===== src/rtl/icx_pkg.sv =====
package icx_pkg;

  localparam int unsigned CSR_DW = 32;
  localparam int unsigned BLK_SH = 3;

  localparam logic [2:0] OFF_RAW   = 3'd0;
  localparam logic [2:0] OFF_ISTAT = 3'd1;
  localparam logic [2:0] OFF_FSTAT = 3'd2;
  localparam logic [2:0] OFF_IEN   = 3'd3;
  localparam logic [2:0] OFF_ICLR  = 3'd4;
  localparam logic [2:0] OFF_FEN   = 3'd5;
  localparam logic [2:0] OFF_FCLR  = 3'd6;

  // one write port's effect on one bank's enables
  typedef struct packed {
    logic iset;
    logic iclr;
    logic fset;
    logic fclr;
  } en_op_t;

  function automatic en_op_t decode_op(input logic hit, input logic [2:0] off);
    en_op_t op;
    op.iset = hit && (off == OFF_IEN);
    op.iclr = hit && (off == OFF_ICLR);
    op.fset = hit && (off == OFF_FEN);
    op.fclr = hit && (off == OFF_FCLR);
    return op;
  endfunction

  function automatic logic [CSR_DW-1:0] rd_select(
    input logic [2:0]        off,
    input logic [CSR_DW-1:0] raw,
    input logic [CSR_DW-1:0] istat,
    input logic [CSR_DW-1:0] fstat,
    input logic [CSR_DW-1:0] ien,
    input logic [CSR_DW-1:0] fen
  );
    logic [CSR_DW-1:0] v;
    case (off)
      OFF_RAW:   v = raw;
      OFF_ISTAT: v = istat;
      OFF_FSTAT: v = fstat;
      OFF_IEN:   v = ien;
      OFF_FEN:   v = fen;
      default:   v = '0;
    endcase
    return v;
  endfunction

endpackage


===== src/rtl/icx_wr_decode.sv =====
module icx_wr_decode
  import icx_pkg::*;
#(
  parameter int unsigned AW  = 8,
  parameter int unsigned NB  = 4,
  parameter int unsigned NWP = 2
) (
  input  logic [NWP-1:0]             wr_en_i,
  input  logic [NWP*AW-1:0]          wr_addr_i,
  output en_op_t [NB-1:0][NWP-1:0]   ops_o,
  output logic [NB-1:0]              touch_o
);

  localparam int unsigned BW = AW - BLK_SH;

  for (genvar p = 0; p < NWP; p++) begin : g_port
    logic [BW-1:0] blk;
    logic [2:0]    off;
    assign blk = wr_addr_i[p*AW+BLK_SH +: BW];
    assign off = wr_addr_i[p*AW +: BLK_SH];
    for (genvar b = 0; b < NB; b++) begin : g_bank
      assign ops_o[b][p] = decode_op(wr_en_i[p] && (blk == BW'(b)), off);
    end
  end

  for (genvar b = 0; b < NB; b++) begin : g_touch
    assign touch_o[b] = |ops_o[b];
  end

endmodule


===== src/rtl/icx_mask_bank.sv =====
module icx_mask_bank
  import icx_pkg::*;
#(
  parameter int unsigned W   = 4,
  parameter int unsigned NWP = 2
) (
  input  logic                   clk,
  input  logic                   rst_n,
  input  logic [W-1:0]           raw_i,
  input  en_op_t [NWP-1:0]       ops_i,
  input  logic [NWP-1:0][W-1:0]  wdata_i,
  output logic [W-1:0]           ien_o,
  output logic [W-1:0]           fen_o,
  output logic [W-1:0]           istat_o,
  output logic [W-1:0]           fstat_o,
  output logic                   irq_any_o,
  output logic                   fiq_any_o
);

  logic [W-1:0] ien_q, fen_q, ien_n, fen_n;

  function automatic logic [W-1:0] step_en(
    input logic [W-1:0] cur,
    input logic [W-1:0] d,
    input logic         set,
    input logic         clr
  );
    logic [W-1:0] r;
    r = cur;
    if (set) r = r | d;
    if (clr) r = r & ~d;
    return r;
  endfunction

  function automatic logic [W-1:0] apply_mask(input logic [W-1:0] raw, input logic [W-1:0] en);
    return raw & en;
  endfunction

  // ports applied in ascending order: a later port overrides an earlier one
  always_comb begin
    ien_n = ien_q;
    fen_n = fen_q;
    for (int p = 0; p < NWP; p++) begin
      ien_n = step_en(ien_n, wdata_i[p], ops_i[p].iset, ops_i[p].iclr);
      fen_n = step_en(fen_n, wdata_i[p], ops_i[p].fset, ops_i[p].fclr);
    end
  end

  always_ff @(posedge clk) begin
    if (!rst_n) begin
      ien_q <= '0;
      fen_q <= '0;
    end else begin
      ien_q <= ien_n;
      fen_q <= fen_n;
    end
  end

  assign ien_o     = ien_q;
  assign fen_o     = fen_q;
  assign istat_o   = apply_mask(raw_i, ien_q);
  assign fstat_o   = apply_mask(raw_i, fen_q);
  assign irq_any_o = |istat_o;
  assign fiq_any_o = |fstat_o;

endmodule


===== src/rtl/icx_rd_mux.sv =====
module icx_rd_mux
  import icx_pkg::*;
#(
  parameter int unsigned AW = 8,
  parameter int unsigned NB = 4
) (
  input  logic                        clk,
  input  logic                        rst_n,
  input  logic [AW-1:0]               rd_addr_i,
  input  logic [NB-1:0][CSR_DW-1:0]   raw_i,
  input  logic [NB-1:0][CSR_DW-1:0]   istat_i,
  input  logic [NB-1:0][CSR_DW-1:0]   fstat_i,
  input  logic [NB-1:0][CSR_DW-1:0]   ien_i,
  input  logic [NB-1:0][CSR_DW-1:0]   fen_i,
  output logic [CSR_DW-1:0]           rd_data_o
);

  localparam int unsigned BW = AW - BLK_SH;

  logic [BW-1:0]     blk;
  logic [2:0]        off;
  logic [CSR_DW-1:0] sel;
  logic [CSR_DW-1:0] rd_q;

  assign blk = rd_addr_i[AW-1:BLK_SH];
  assign off = rd_addr_i[BLK_SH-1:0];

  always_comb begin
    sel = '0;
    for (int b = 0; b < NB; b++) begin
      if (blk == BW'(b)) begin
        sel = rd_select(off, raw_i[b], istat_i[b], fstat_i[b], ien_i[b], fen_i[b]);
      end
    end
  end

  always_ff @(posedge clk) begin
    if (!rst_n) rd_q <= '0;
    else        rd_q <= sel;
  end

  assign rd_data_o = rd_q;

endmodule


===== src/rtl/irq_fiq_ctrl.sv =====
module irq_fiq_ctrl
  import icx_pkg::*;
#(
  parameter int unsigned N_DIRECT  = 4,
  parameter int unsigned N_ERR     = 4,
  parameter int unsigned N_THR_GRP = 2,
  parameter int unsigned THR_W     = 4,
  parameter int unsigned NWP       = 2,
  parameter int unsigned AW        = 8
) (
  input  logic                        clk,
  input  logic                        rst_n,
  input  logic [N_DIRECT-1:0]         direct_irq_i,
  input  logic [N_ERR-1:0]            err_irq_i,
  input  logic [N_THR_GRP*THR_W-1:0]  thr_irq_i,
  input  logic [NWP-1:0]              csr_wr_en_i,
  input  logic [NWP*AW-1:0]           csr_wr_addr_i,
  input  logic [NWP*32-1:0]           csr_wr_data_i,
  input  logic [AW-1:0]               csr_rd_addr_i,
  output logic [31:0]                 csr_rd_data_o,
  output logic                        irq_o,
  output logic                        fiq_o
);

  localparam int unsigned NB     = 2 + N_THR_GRP;
  localparam int unsigned RAW_W  = N_DIRECT + 2 + 2*N_THR_GRP;
  localparam int unsigned ERR_IB = N_DIRECT;
  localparam int unsigned ERR_FB = N_DIRECT + 1;

  // registered input lines
  logic [N_DIRECT-1:0]        direct_q;
  logic [N_ERR-1:0]           err_q;
  logic [N_THR_GRP*THR_W-1:0] thr_q;

  always_ff @(posedge clk) begin
    if (!rst_n) begin
      direct_q <= '0;
      err_q    <= '0;
      thr_q    <= '0;
    end else begin
      direct_q <= direct_irq_i;
      err_q    <= err_irq_i;
      thr_q    <= thr_irq_i;
    end
  end

  // write decode
  en_op_t [NB-1:0][NWP-1:0] ops;
  logic   [NB-1:0]          touch;

  icx_wr_decode #(.AW(AW), .NB(NB), .NWP(NWP)) u_dec (
    .wr_en_i   (csr_wr_en_i),
    .wr_addr_i (csr_wr_addr_i),
    .ops_o     (ops),
    .touch_o   (touch)
  );

  // read-side collections, zero-extended to the bus width
  logic [NB-1:0][CSR_DW-1:0] raw_a, istat_a, fstat_a, ien_a, fen_a;

  // error bank
  logic [NWP-1:0][N_ERR-1:0] err_wd;
  logic [N_ERR-1:0] err_ien, err_fen, err_istat, err_fstat;
  logic err_irq_any, err_fiq_any;

  for (genvar p = 0; p < NWP; p++) begin : g_err_wd
    assign err_wd[p] = csr_wr_data_i[p*32 +: N_ERR];
  end

  icx_mask_bank #(.W(N_ERR), .NWP(NWP)) u_err (
    .clk       (clk),
    .rst_n     (rst_n),
    .raw_i     (err_q),
    .ops_i     (ops[1]),
    .wdata_i   (err_wd),
    .ien_o     (err_ien),
    .fen_o     (err_fen),
    .istat_o   (err_istat),
    .fstat_o   (err_fstat),
    .irq_any_o (err_irq_any),
    .fiq_any_o (err_fiq_any)
  );

  assign raw_a[1]   = 32'(err_q);
  assign istat_a[1] = 32'(err_istat);
  assign fstat_a[1] = 32'(err_fstat);
  assign ien_a[1]   = 32'(err_ien);
  assign fen_a[1]   = 32'(err_fen);

  // thread banks
  logic [N_THR_GRP-1:0] thr_irq_any, thr_fiq_any;

  for (genvar g = 0; g < N_THR_GRP; g++) begin : g_thr
    logic [NWP-1:0][THR_W-1:0] wd;
    logic [THR_W-1:0] ien, fen, istat, fstat;
    for (genvar p = 0; p < NWP; p++) begin : g_wd
      assign wd[p] = csr_wr_data_i[p*32 +: THR_W];
    end
    icx_mask_bank #(.W(THR_W), .NWP(NWP)) u_bank (
      .clk       (clk),
      .rst_n     (rst_n),
      .raw_i     (thr_q[g*THR_W +: THR_W]),
      .ops_i     (ops[2+g]),
      .wdata_i   (wd),
      .ien_o     (ien),
      .fen_o     (fen),
      .istat_o   (istat),
      .fstat_o   (fstat),
      .irq_any_o (thr_irq_any[g]),
      .fiq_any_o (thr_fiq_any[g])
    );
    assign raw_a[2+g]   = 32'(thr_q[g*THR_W +: THR_W]);
    assign istat_a[2+g] = 32'(istat);
    assign fstat_a[2+g] = 32'(fstat);
    assign ien_a[2+g]   = 32'(ien);
    assign fen_a[2+g]   = 32'(fen);
  end

  // main raw vector: direct lines plus folded bank summaries
  logic [RAW_W-1:0] main_raw;
  assign main_raw[N_DIRECT-1:0] = direct_q;
  assign main_raw[ERR_IB]       = err_irq_any;
  assign main_raw[ERR_FB]       = err_fiq_any;
  for (genvar g = 0; g < N_THR_GRP; g++) begin : g_fold
    assign main_raw[N_DIRECT+2+2*g] = thr_irq_any[g];
    assign main_raw[N_DIRECT+3+2*g] = thr_fiq_any[g];
  end

  // main bank
  logic [NWP-1:0][RAW_W-1:0] main_wd;
  logic [RAW_W-1:0] main_ien, main_fen, main_istat, main_fstat;
  logic main_irq_any, main_fiq_any;
  logic main_touch;

  for (genvar p = 0; p < NWP; p++) begin : g_main_wd
    assign main_wd[p] = csr_wr_data_i[p*32 +: RAW_W];
  end

  icx_mask_bank #(.W(RAW_W), .NWP(NWP)) u_main (
    .clk       (clk),
    .rst_n     (rst_n),
    .raw_i     (main_raw),
    .ops_i     (ops[0]),
    .wdata_i   (main_wd),
    .ien_o     (main_ien),
    .fen_o     (main_fen),
    .istat_o   (main_istat),
    .fstat_o   (main_fstat),
    .irq_any_o (main_irq_any),
    .fiq_any_o (main_fiq_any)
  );

  assign main_touch = touch[0];
  assign raw_a[0]   = 32'(main_raw);
  assign istat_a[0] = 32'(main_istat);
  assign fstat_a[0] = 32'(main_fstat);
  assign ien_a[0]   = 32'(main_ien);
  assign fen_a[0]   = 32'(main_fen);

  icx_rd_mux #(.AW(AW), .NB(NB)) u_rd (
    .clk       (clk),
    .rst_n     (rst_n),
    .rd_addr_i (csr_rd_addr_i),
    .raw_i     (raw_a),
    .istat_i   (istat_a),
    .fstat_i   (fstat_a),
    .ien_i     (ien_a),
    .fen_i     (fen_a),
    .rd_data_o (csr_rd_data_o)
  );

  assign irq_o = main_irq_any;
  assign fiq_o = main_fiq_any;

endmodule


===== config.mk =====
export PLATFORM = sky130hd
export DESIGN_NAME = irq_fiq_ctrl
export DESIGN_NICKNAME = d
export VERILOG_FILES = /design/src/rtl/icx_pkg.sv /design/src/rtl/icx_wr_decode.sv /design/src/rtl/icx_mask_bank.sv /design/src/rtl/icx_rd_mux.sv /design/src/rtl/irq_fiq_ctrl.sv
export SDC_FILE = /design/constraint.sdc
export NUM_CORES = 1
export LEC_CHECK = 0
export BUFFER_PORTS_ARGS = -buffer_cell sky130_fd_sc_hd__buf_4
export CAP_MARGIN = 20
export CORE_AREA = 5 5 190 100
export CTS_CLUSTER_DIAMETER = 150
export DETAILED_ROUTE_END_ITERATION = 10
export DIE_AREA = 0 0 195 105
export PLACE_DENSITY = 0.49
export SYNTH_ARGS = -nofsm -noshare
export SYNTH_HDL_FRONTEND = slang
export SYNTH_SLANG_ARGS = --single-unit

===== constraint.sdc =====
create_clock -name clk -period 1.97 [get_ports clk]
set_input_delay 0.197 -clock clk [delete_from_list [all_inputs] [get_ports clk]]
set_output_delay 0.197 -clock clk [all_outputs]
set_load 0.02 [all_outputs]

==> impl_metrics.tcl, run 1 <==
set metrics [dict create \
    synth_area_um2 4200 \
    yosys.cell_types.count 49 \
    cts_root_buffer "clkbuf_16" \
    vias 4590 \
    wirelength_um 17400 \
    n_fill_cell 1873 \
    synth_seq_cells 70 \
    dpl.hpwl_um 13700 \
    globalRouteOverflowTotal 0 \
    async_reset_ff_share_pct 0 \
    diodes 0 \
    crit_path_max_incr_delay_ns 0.35 \
    slew_headroom_pct 62.3 \
    power.total_mw 3.64 \
    synthDominantCellAreaShare_pct 33.4 \
    top_layer_used "met4" \
    drt_iter0_drc 453 \
    fin_worst_skew_ns 0.0131 \
    pin_count 142 \
    dr_wl_met2_um 6340 \
    worstPathArrival_ns 1.76 \
    grt_max_degree 24 \
    tightest_slew_ns 0.564 \
    reg2regPathDepth 4 \
    track_usage_pct 16.5 \
    initial_core_util_pct 24.6 \
    ir_worst_vdd_mv 0.410 \
    routed_via_density 5.38 \
    powerDensity_nw_per_um2 672 \
    setup_tns_ns 0 \
    post-route-period-util_pct 99.4 \
    antenna_found_initial 0 \
    drive_above_1_share_pct 24.4 \
    cp_max_fo 3 \
    regToRegSetupSlack_ns 0.23 \
    r2r_start "err_q[0]" \
    wire_per_inst_um 20.4 \
    cts_buffers 9 \
    h-tree-depth 3 \
    slew_violations 0 \
    die_h_um 105 \
    hold_ws_ns 0.0584 \
    synth_area_leaders "dfxtp_1, o21ai_0, o22a_1" \
    yosysMostFrequentCell "o21ai_0" \
    dr_wl_met3_um 2130 \
    dieArea_um2 20500 \
    numPortBuffers 75 \
    path_class "flip-flop to output port" \
    crit_family "compound AO/OA/AOI/OAI gates" \
    netlist_instances 531 \
    ys_seq_area_share_pct 33.4 \
    core_um2 17100 \
    die_x_um 195 \
    gp_congestion 0.925 \
    synthFlopType "dfxtp_1" \
    hold_buffers 0 \
    synthTopCellsByCount "o21ai_0, dfxtp_1, nand2_1" \
    leakagePower_nw 1.83 \
    firstDrtPassIters 5 \
    critPathRequiredTime_ns 1.77 \
    nets 722 \
    hold_start "thr_irq_i[7]" \
    max_cap_viol_count 0 \
    path_buf_inv 1 \
    fin_crit_ns 1.96 \
    rsz0062_at_grt "yes" \
    hold_violations 0 \
    cts_tree "yes" \
    drt.antenna.violating_nets 0 \
    path_clk_slew_ns 0.07 \
    drcViolationCount 0 \
    cp_cell_sequence "a22oi_2 -> nand2_2 -> a222oi_1 -> nand3_1 -> buf_6" \
    fmax_ghz 0.511 \
    clock-sinks 70 \
    synth_largest_area_cell "dfxtp_1" \
    startpoint_type "flip-flop" \
    hold-path-cell-count 2 \
    num_rows 34 \
    synth.avg_cell_area_um2 7.91 \
    critPathSlowestCell "dfxtp_2" \
    drt-met1-wl_um 8780 \
    min_path_type "input pin to flip-flop" \
    clock_latency_ns 0.35 \
    clock_path_buffers 2 \
    grt_pass1_vias 4169 \
    synth-edff-count 0 \
    synthToLayoutAreaGrowth_pct 29.1 \
    whs_endpoint "thr_q[7]" \
    endpoint_kind "output port" \
    grt_first_pass_wirelength_um 26000 \
    r2r-end "u_rd.rd_data_o[0]" \
    setup_viol 0 \
    status "completed" \
    ys_warn_count 0 \
]
-- layer usage --
metal	GRT usage (%)	up-vias
li1	-	2138
met1	26.4	2172
met2	19.7	269
met3	7.17	11
met4	2.59	0
met5	0	-
-- layout by cell type, fill, tap and decap left out, drive strengths merged, types with 6 or more instances in the layout --
cell and count:
nor3 6, a221oi 20, dfxtp 70, o21ai 84, conb 22, buf 105
clkbuf 12, and3 6, a21oi 44, a211oi 10, inv 18, and2 17
a22oi 27, o22a 33, nand3 9, a221o 6, nand2 73
-- stage by stage --
stage,std cells,worst slack (ns),instance area [µm²],util (%)
floorplan,552,0.550,4280,-
global placement,835,0.229,5030,29.4
detailed placement,835,0.178,5030,29.4
CTS,852,-0.00530,5370,31.4
global route,853,-0.0364,5420,31.7
finish,853,0.0117,5420,31.7
-- logic make-up after synthesis --
family                 share of synthesized area [%]
AND/OR/NAND/NOR                                 17.4
flip-flops                                      33.4
AO/OA/AOI/OAI                                   39.9
other                                         0.0893
buffers and inverters                           9.29
-- flip-flops by register name, summed over array words and instances (netlist names) --
register / count
u_main.ien_o: 10
g_thr.u_bank.ien_o: 8
thr_q: 8
g_thr.u_bank.fen_o: 8
err_q: 4
u_main.fen_o: 10
u_err.fen_o: 4
direct_q: 4
u_err.ien_o: 4
u_rd.rd_data_o: 10
-- power breakdown --
part,switching (mW),leakage (nW),internal [mW],total [mW]
clock,0.669,0.151,1.09,1.76
sequential,0.0255,0.570,1.44,1.46
combinational,0.264,1.11,0.162,0.426
total,0.959,1.83,2.69,3.64
-- layout make-up --
| cell class | count | area [µm²] | share of cell area, % |
|---|---|---|---|
| multi-input combinational | 408 | 2530 | 46.7 |
| sequential | 70 | 1410 | 25.9 |
| timing repair buffer | 105 | 796 | 14.7 |
| tap | 234 | 293 | 5.40 |
| clock buffer | 12 | 267 | 4.91 |
| inverter | 20 | 75.1 | 1.38 |
| clock inverter | 4 | 53.8 | 0.992 |
-- worst max-delay path by stage --
stage | startpoint | end | slack [ns] | depth (start not counted)
final | g_thr[1].u_bank.ien_o[1] | fiq_o | 0.01 | 5
after global routing | g_thr[1].u_bank.ien_o[1] | fiq_o | -0.04 | 5
after CTS | u_err.ien_o[1] | fiq_o | -0.005 | 7
after detailed placement | csr_rd_addr_i[1] | u_rd.rd_data_o[1] | 0.18 | 6
after global placement | csr_rd_addr_i[1] | u_rd.rd_data_o[2] | 0.23 | 6
after floorplan | csr_rd_addr_i[0] | u_rd.rd_data_o[2] | 0.55 | 6
-- repair_timing --
action                     CTS  global route
resized for setup            3            14
pin swaps                    3             9
setup endpoints to repair    2             2
buffers inserted             1             2
gates cloned                 0             0
Note: power is estimated with default switching activity, not from simulation.
==> run 2: changes to the inputs <==
--- a/config.mk
+++ b/config.mk
@@ -7,11 +7,12 @@
 export LEC_CHECK = 0
 export BUFFER_PORTS_ARGS = -buffer_cell sky130_fd_sc_hd__buf_4
 export CAP_MARGIN = 20
-export CORE_AREA = 5 5 190 100
+export CORE_AREA = 2 2 290 149
 export CTS_CLUSTER_DIAMETER = 150
 export DETAILED_ROUTE_END_ITERATION = 10
-export DIE_AREA = 0 0 195 105
+export DIE_AREA = 0 0 292 151
 export PLACE_DENSITY = 0.49
 export SYNTH_ARGS = -nofsm -noshare
 export SYNTH_HDL_FRONTEND = slang
+export SYNTH_HIERARCHICAL = 1
 export SYNTH_SLANG_ARGS = --single-unit
==> impl_metrics.tcl, run 2 <==
set metrics [dict create \
    placed_cell_area_um2 14100 \
    gp_congestion 0.854 \
    rsz0062_at_grt "yes" \
    clock-sinks 92 \
    leakagePower_nw 6.59 \
    hold_violations 0 \
    drcViolationCount 0 \
    drive_above_1_share_pct 21.8 \
    globalRouteOverflowTotal 0 \
    final_common_cell "conb_1" \
    ir_worst_vdd_mv 0.375 \
    status "complete, but fails checks" \
    num_rows 53 \
    synth_area_um2 10200 \
    synthToLayoutAreaGrowth_pct 41.4 \
    setup_tns_ns -3.20 \
    initial_core_util_pct 24.7 \
    netlist_instances 1234 \
    final_cell_mix "conb_1, buf_4, mux2i_1, nand2_1, dfxtp_1" \
    grt_max_degree 79 \
    path_class "flip-flop to output port" \
    dpl.cell_count 2419 \
    fmax_ghz 0.341 \
    dpl.hpwl_um 30500 \
    finalWorstSetupSlack_ns -0.962 \
    post-place-ws_ns -0.568 \
    cp_max_fo 3 \
    track_usage_pct 18.4 \
    h-tree-depth 3 \
    powerDensity_nw_per_um2 378 \
    routed_via_density 4.56 \
    cp_cell_sequence "and2_4 -> or4_4 -> a22o_1 -> or4_1 -> or4_4 -> buf_6" \
    firstDrtPassIters 5 \
    path_clk_slew_ns 0.08 \
    core_um2 41400 \
    fin_crit_ns 2.93 \
    crit_path_max_incr_delay_ns 0.60 \
    hold_ws_ns 0.0298 \
    design_area_um2 14500 \
    grt_pass1_vias 10369 \
    r2r_start "u_err/fen_o[2]" \
    clock_latency_ns 0.38 \
    wirelength_um 40300 \
    die_x_um 292 \
    regToRegSetupSlack_ns -0.38 \
    violations "setup timing" \
    largest_register_ffs 32 \
    synth.avg_cell_area_um2 8.30 \
    die_h_um 151 \
    ys_warn_count 6 \
    critPathCapture "fiq_o" \
    r2r-end "u_rd/rd_data_o[5]" \
    nets 1991 \
    drt_iter0_drc 855 \
    endpoint_kind "output port" \
    cp_common_cell "or4_4" \
    grt_first_pass_wirelength_um 62000 \
    final_cells 2439 \
    min_path_type "input pin to flip-flop" \
    tightest_slew_ns 0.774 \
    setup.worst_path.start "u_err/ien_o[1]" \
    post-route-period-util_pct 149 \
    drt.antenna.violating_nets 0 \
    pin_count 142 \
    worstPathArrival_ns 2.74 \
    antenna_found_initial 0 \
    numPortBuffers 97 \
    critPathRequiredTime_ns 1.77 \
    setup_viol 7 \
    cts_tree "yes" \
    vias 11129 \
    startpoint_type "flip-flop" \
    slew_headroom_pct 48.4 \
    wire_per_inst_um 16.5 \
    cts_root_buffer "clkbuf_16" \
    fin_worst_skew_ns 0.0126 \
    cts_buffers 9 \
    max_cap_viol_count 0 \
    clock_path_buffers 2 \
    reg2regPathDepth 8 \
    critPathSlowestCell "or4_4" \
    slew_violations 0 \
    dieArea_um2 44100 \
]
run 2: worst max-delay path, delay by kind of cell (launching register included):
family | cells | cell delay (ns)
DFF | 1 | 0.32
and+or+nand+nor | 4 | 1.62
AOI/OAI and AO/OA | 1 | 0.26
buffers and inverters | 1 | 0.16
run 2: layout make-up:
type	count	area [µm²]
fillers	4376	27000
clock buffers	9	225
repair buffers	226	1850
well taps	550	688
diodes	1	2.50
flip-flops and latches	92	1860
inverters	1	3.75
clock inverters	7	87.6
multi-input cells	1553	9760
run 2: through the flow:
| step | power [mW] | utilization (%) |
|---|---|---|
| floorplan | 3.01 | - |
| global placement | 3.45 | 33.9 |
| detailed placement | 3.46 | 33.9 |
| CTS | 5.49 | 34.8 |
| global route | 5.81 | 34.9 |
| finish | 5.47 | 34.9 |
run 2: how the worst min path moves through the flow:
stage                     startpoint        endpoint  slack [ns]  depth (start not counted)
floorplan           csr_wr_data_i[1]  u_err/ien_o[1]        0.30                          1
global placement     direct_irq_i[2]     direct_q[2]        0.42                          2
detailed placement   direct_irq_i[0]     direct_q[0]        0.42                          2
CTS                  direct_irq_i[2]     direct_q[2]        0.02                          2
global route         direct_irq_i[2]     direct_q[2]        0.02                          2
finish               direct_irq_i[2]     direct_q[2]        0.03                          2
run 2: repair_timing:
action	CTS	global route
hold buffers	0	0
pin swaps	14	18
gates resized for setup	14	18
buffers inserted	0	4
endpoints found under the setup margin	8	8
run 2: power breakdown:
part	total (mW)	internal (mW)	switching, mW
registers	1.91	1.89	0.0220
logic	1.59	0.672	0.920
clock network	1.97	1.02	0.947
run 2: routing by layer:
layer  share of wire [%]  global-route usage [%]  routed length [µm]  vias to the layer above
met3                 5.7                    3.33                2280                       17
met1                  52                    27.7               21000                     5285
met5                   0                       0                   0                        -
met4                0.65                    2.50                 262                        0
li1                    -                       -                   -                     5568
met2                  42                    27.6               16800                      259
